===== src/rtl/alu16_flags.sv =====
module alu16_flags #(
  parameter int W = 16,
  parameter int OPW = 8
) (
  input  logic           clk,
  input  logic           rst_n,
  input  logic           exec_en,
  input  logic [OPW-1:0] op,
  input  logic [W-1:0]   dst_a,
  input  logic [W-1:0]   src_b,
  output logic [W-1:0]   result,
  output logic           wb_en,
  output logic [2:0]     flags
);
  localparam int SHW = $clog2(W);
  localparam logic [OPW-1:0] OP_ADD = 'h01, OP_SUB = 'h02, OP_MUL = 'h03,
    OP_AND = 'h04, OP_OR = 'h05, OP_XOR = 'h06, OP_NOT = 'h07, OP_SHL = 'h08,
    OP_SHR = 'h09, OP_SLA = 'h0A, OP_SRA = 'h0B, OP_MOV = 'h0C;

  logic [SHW-1:0] sh;
  logic [W:0]     sum, diff;
  logic [W-1:0]   prod, sla_r, sla_back;
  logic           c_q, v_q, z_q;
  logic           c_n, v_n;
  logic           upd_c, upd_v;

  assign sh       = src_b[SHW-1:0];
  assign sum      = {1'b0, dst_a} + {1'b0, src_b};
  assign diff     = {1'b0, dst_a} - {1'b0, src_b};
  assign prod     = dst_a * src_b;
  assign sla_r    = dst_a << sh;
  assign sla_back = $signed(sla_r) >>> sh;

  assign wb_en = exec_en && (op >= OP_ADD) && (op <= OP_MOV);
  assign upd_c = exec_en && (op == OP_ADD || op == OP_SUB);
  assign upd_v = upd_c || (exec_en && op == OP_SLA);

  always_comb begin
    result = '0;
    c_n    = c_q;
    v_n    = v_q;
    case (op)
      OP_ADD: begin
        result = sum[W-1:0];
        c_n    = sum[W];
        v_n    = (dst_a[W-1] == src_b[W-1]) && (sum[W-1] != dst_a[W-1]);
      end
      OP_SUB: begin
        result = diff[W-1:0];
        c_n    = diff[W];
        v_n    = (dst_a[W-1] != src_b[W-1]) && (diff[W-1] != dst_a[W-1]);
      end
      OP_MUL: result = prod;
      OP_AND: result = dst_a & src_b;
      OP_OR:  result = dst_a | src_b;
      OP_XOR: result = dst_a ^ src_b;
      OP_NOT: result = ~src_b;
      OP_SHL: result = dst_a << sh;
      OP_SHR: result = dst_a >> sh;
      OP_SLA: begin
        result = sla_r;
        v_n    = (sla_back != dst_a);
      end
      OP_SRA: result = $signed(dst_a) >>> sh;
      OP_MOV: result = src_b;
      default: result = '0;
    endcase
  end

  always_ff @(posedge clk or negedge rst_n) begin
    if (!rst_n) begin
      c_q <= 1'b0;
      v_q <= 1'b0;
      z_q <= 1'b0;
    end else begin
      if (upd_c) c_q <= c_n;
      if (upd_v) v_q <= v_n;
      if (wb_en) z_q <= (result == '0);
    end
  end

  assign flags = {z_q, v_q, c_q};

  assert_no_wb_R11: assert property (@(posedge clk) disable iff (!rst_n)
    (op == '0 || op > OP_MOV) |-> !wb_en);
  assert_hold_idle_R12: assert property (@(posedge clk) disable iff (!rst_n)
    !exec_en |=> $stable(flags));
  assert_carry_kept_R10: assert property (@(posedge clk) disable iff (!rst_n)
    (exec_en && op >= OP_MUL) |=> $stable(flags[0]));
  assert_ovf_kept_R10: assert property (@(posedge clk) disable iff (!rst_n)
    (exec_en && op != OP_ADD && op != OP_SUB && op != OP_SLA) |=> $stable(flags[1]));
  assert_zero_track_R9: assert property (@(posedge clk) disable iff (!rst_n)
    wb_en |=> (flags[2] == ($past(result) == '0)));
endmodule


===== config.mk =====
export PLATFORM = sky130hd
export DESIGN_NAME = alu16_flags
export DESIGN_NICKNAME = d
export VERILOG_FILES = /design/src/rtl/alu16_flags.sv
export SDC_FILE = /design/constraint.sdc
export NUM_CORES = 1
export LEC_CHECK = 0
export BUFFER_PORTS_ARGS = -buffer_cell sky130_fd_sc_hd__clkbuf_2
export CORE_MARGIN = 2
export CORE_UTILIZATION = 35
export DETAILED_ROUTE_END_ITERATION = 7
export GPL_TIMING_DRIVEN = 1
export PLACE_DENSITY = 0.53
export SLEW_MARGIN = 10
export SYNTH_ARGS = -nofsm -noshare
export SYNTH_HDL_FRONTEND = slang
export SYNTH_SLANG_ARGS = --single-unit

===== constraint.sdc =====
create_clock -name clk -period 14.1 [get_ports clk]
set_input_delay 0 -clock clk [delete_from_list [all_inputs] [get_ports clk]]
set_output_delay 0 -clock clk [all_outputs]
set_load 0.05 [all_outputs]

==> impl_metrics.env <==
export IMPL_detailed_place_hpwl_um=30100
export IMPL_syn_area_per_cell_um2=7.53
export IMPL_slowest_stage="fa_1"
export IMPL_num_rows=59
export IMPL_setup_ws_ns=7.56
export IMPL_dieWidth_um=167
export IMPL_internal_power_mw=0.449
export IMPL_yosysUniqueCellTypes=81
export IMPL_stdcell_count=1568
export IMPL_synth_top_family_by_area="adder cells"
export IMPL_relSlewSlack_pct=36.7
export IMPL_slew_violations=0
export IMPL_mostFrequentLayoutCells="162 x inv_1, 135 x nand2_1, 125 x nor2_1"
export IMPL_synthSimpleGateAreaFrac_pct=19.2
export IMPL_grtUsageMet1_pct=37.6
export IMPL_power_share_sequential_pct=1.0
export IMPL_peakVddDrop_uv=150
export IMPL_fp_dieH_um=167
export IMPL_rsz0062_at_grt="false"
export IMPL_status="finished with violations"
export IMPL_violations="design-rule violations"
export IMPL_synth_compound_area_share_pct=21.6
export IMPL_crit_type="in2out"
export IMPL_routed_wl_um=39900
export IMPL_cap_violations=0
export IMPL_grtUsageMet3_pct=3.33
export IMPL_slowest_delay_ns=0.52
export IMPL_grt_most_used_layer="met2"
export IMPL_hold_viol=0
export IMPL_setup_tns_ns=0
export IMPL_drcViolationCount=5
export IMPL_wl_per_cell_um=25.5
export IMPL_drt_pass1_iterations=8
export IMPL_cts_resized_gates=0
export IMPL_power_leakage_nw=4.61
export IMPL_r2r_setup_slack_ns=13.22
export IMPL_antenna_found_initial=0
export IMPL_area_delta_synth_final_pct=5.17
export IMPL_cts_tree="yes"
export IMPL_die_area_um2=28000
export IMPL_grt_pass1_wl_um=60500
export IMPL_post_route_period_util_pct=46.4
export IMPL_worst_slew_pin_slew_ns=0.923
export IMPL_synth_seq_area_share_pct=0.804
export IMPL_fmax_ghz=0.153
export IMPL_clock_path_buffers=2
export IMPL_muxShareOfSynthArea_pct=11.0
export IMPL_final_common_cell="inv_1"
export IMPL_p_sw_share_pct=56.6
export IMPL_synth_xor_xnor_area_share_pct=4.78
export IMPL_crit_top_cell="inv_1"
export IMPL_pre_cts_ws_ns=7.41
export IMPL_ant_nets=0
export IMPL_reg2reg_depth=2
export IMPL_vias=9802
export IMPL_cp_required_ns=14.10
export IMPL_skew_ns=0
export IMPL_reg2reg_to="v_q"
export IMPL_worstPathArrival_ns=6.54
export IMPL_ios=63
export IMPL_port_buffers=62
export IMPL_synth_area_um2=9340
export IMPL_async_reset_ff_share_pct=100
export IMPL_p_sw_mw=0.585
export IMPL_cp_end_kind="output pin"
export IMPL_root_buffer="clkbuf_16"
export IMPL_worstPathMaxFanout=51
export IMPL_critPathLaunchType="input port"
export IMPL_layout_nets=1458
export IMPL_hp_class="in2async"
export IMPL_cts_inserted_buffers=3
export IMPL_grt_max_degree=62
export IMPL_dp_cells=1563
export IMPL_regToRegStartpoint="v_q"
export IMPL_start_util_pct=35.7
export IMPL_synth_seq_cells=3
export IMPL_pwr_share_comb_pct=94.6
export IMPL_n_fill_cell=2816
export IMPL_cts_sinks=3
export IMPL_htreeDepth=1
export IMPL_grt_use_total_pct=28.1
export IMPL_core_area_um2=26100
export IMPL_met2_usage_pct=45.9
export IMPL_drive_above_1_share_pct=9.81
export IMPL_clkPwrFrac_pct=4.4
export IMPL_finalSetupViolCount=0
export IMPL_drt_iter0_drc=1211
export IMPL_synth_fp_nets=1465
export IMPL_power_density_nw_per_um2=105
export IMPL_synth_edf_count=0
export IMPL_ys_warnings_count=0
export IMPL_antenna_cells=0
export IMPL_clk_latency_ns=0.22
export IMPL_synth_adder_area_share_pct=30.8
export IMPL_grt_pass1_vias=9781
export IMPL_grt_ovfl_total=0
export IMPL_vias_per_cell=6.25
export IMPL_gp_congestion=1.00
export IMPL_synth_cells=1241
export IMPL_cts_clk_slew_worst_paths_ns=0.03
export IMPL_fin_crit_ns=6.54
export IMPL_ys_flop_type="dfrtp_1"
==> power by group through the flow <==
stage | logic [mW] | registers [mW] | clock network [mW]
after floorplan | 0.729 | 0.0102 | 0
after global placement | 0.959 | 0.0104 | 0
after detailed placement | 0.964 | 0.0105 | 0
after CTS | 0.971 | 0.0104 | 0.0460
after global routing | 1.11 | 0.0104 | 0.0468
final | 0.978 | 0.0103 | 0.0453
==> sequential cells by signal (all words and copies together), names as in the netlist <==
signal  flops
z_q         1
v_q         1
c_q         1
==> cells in the mapped netlist, types with 10 or more instances <==
library cell | instances | area [µm²]
a221oi_1 | 11 | 96.3
a21oi_1 | 63 | 315
a31oi_1 | 15 | 93.8
nor3_1 | 18 | 90.1
nand3_1 | 25 | 125
nand2_1 | 135 | 507
clkbuf_1 | 57 | 214
mux2i_1 | 29 | 290
xor2_1 | 11 | 96.3
mux4_1 | 13 | 342
nand4_1 | 11 | 68.8
xnor2_1 | 40 | 350
inv_1 | 162 | 608
buf_2 | 13 | 65.1
and3_1 | 10 | 62.6
nor2_1 | 125 | 469
o21ai_0 | 48 | 240
o22ai_1 | 11 | 68.8
o221ai_1 | 10 | 87.6
mux4_2 | 15 | 338
a211oi_1 | 12 | 90.1
nand2b_1 | 14 | 87.6
fa_1 | 81 | 1620
a21o_1 | 15 | 113
ha_1 | 100 | 1250
==> layer usage <==
layer  vias up  wire length (µm)
met5         -                 0
met4         0              2050
met3       105              3630
met2       610             18000
met1      4788             16200
li1       4299                 -
==> metrics by stage <==
| step | instance area [µm²] | hold WS (ns) | power (mW) | utilization [%] |
|---|---|---|---|---|
| 2_1_floorplan | 9340 | -0.296 | 0.739 | - |
| 3_3_place_gp | 9740 | -0.200 | 0.969 | 37.3 |
| 3_5_place_dp | 9740 | -0.200 | 0.974 | 37.3 |
| 4_1_cts | 9820 | 0.109 | 1.03 | 37.6 |
| 5_1_grt | 9820 | 0.114 | 1.16 | 37.6 |
| 6_report | 9820 | 0.104 | 1.03 | 37.6 |
==> final cells by class <==
type | instances | area [µm²] | area share (%)
repair buffers | 80 | 448 | 4.56
multi-input cells | 976 | 8170 | 83.1
clock buffers | 4 | 78.8 | 0.802
well taps | 335 | 419 | 4.27
flip-flops and latches | 3 | 75.1 | 0.764
inverters | 170 | 638 | 6.50
==> worst max-delay path by stage <==
stage / from / endpoint / slack, ns / cells after the start
after floorplan: src_b[2] / z_q / 7.31 / 28
final: src_b[2] / result[15] / 7.56 / 27
after global placement: src_b[2] / z_q / 7.57 / 27
after detailed placement: src_b[2] / z_q / 7.41 / 27
after global routing: src_b[2] / result[14] / 7.07 / 26
after CTS: src_b[2] / result[14] / 7.58 / 27
==> logic make-up (layout without fill, tap and decap cells) <==
kind of cell / after synthesis / count (layout)
buffers and inverters: 262 / 254
AO/OA/AOI/OAI: 290 / 290
XOR/XNOR: 51 / 51
flip-flops: 3 / 3
multiplexers: 62 / 62
AND/OR/NAND/NOR: 392 / 392
adder cells (fa/ha/maj): 181 / 181
==> critical path: cells and delay by family <==
kind,cells,cell delay (ns)
AO/OA/AOI/OAI,6,1.08
XOR/XNOR,1,0.15
adder cells (fa/ha/maj),7,2.72
buffers and inverters,11,2.08
AND/OR/NAND/NOR,2,0.48
==> repair_timing <==
action	in CTS	in global routing
endpoints found under the hold margin	3	0
setup buffers	0	0
setup endpoints to repair	0	0
hold buffers	1	0
No activity file was read; power rests on OpenSTA's default activity.
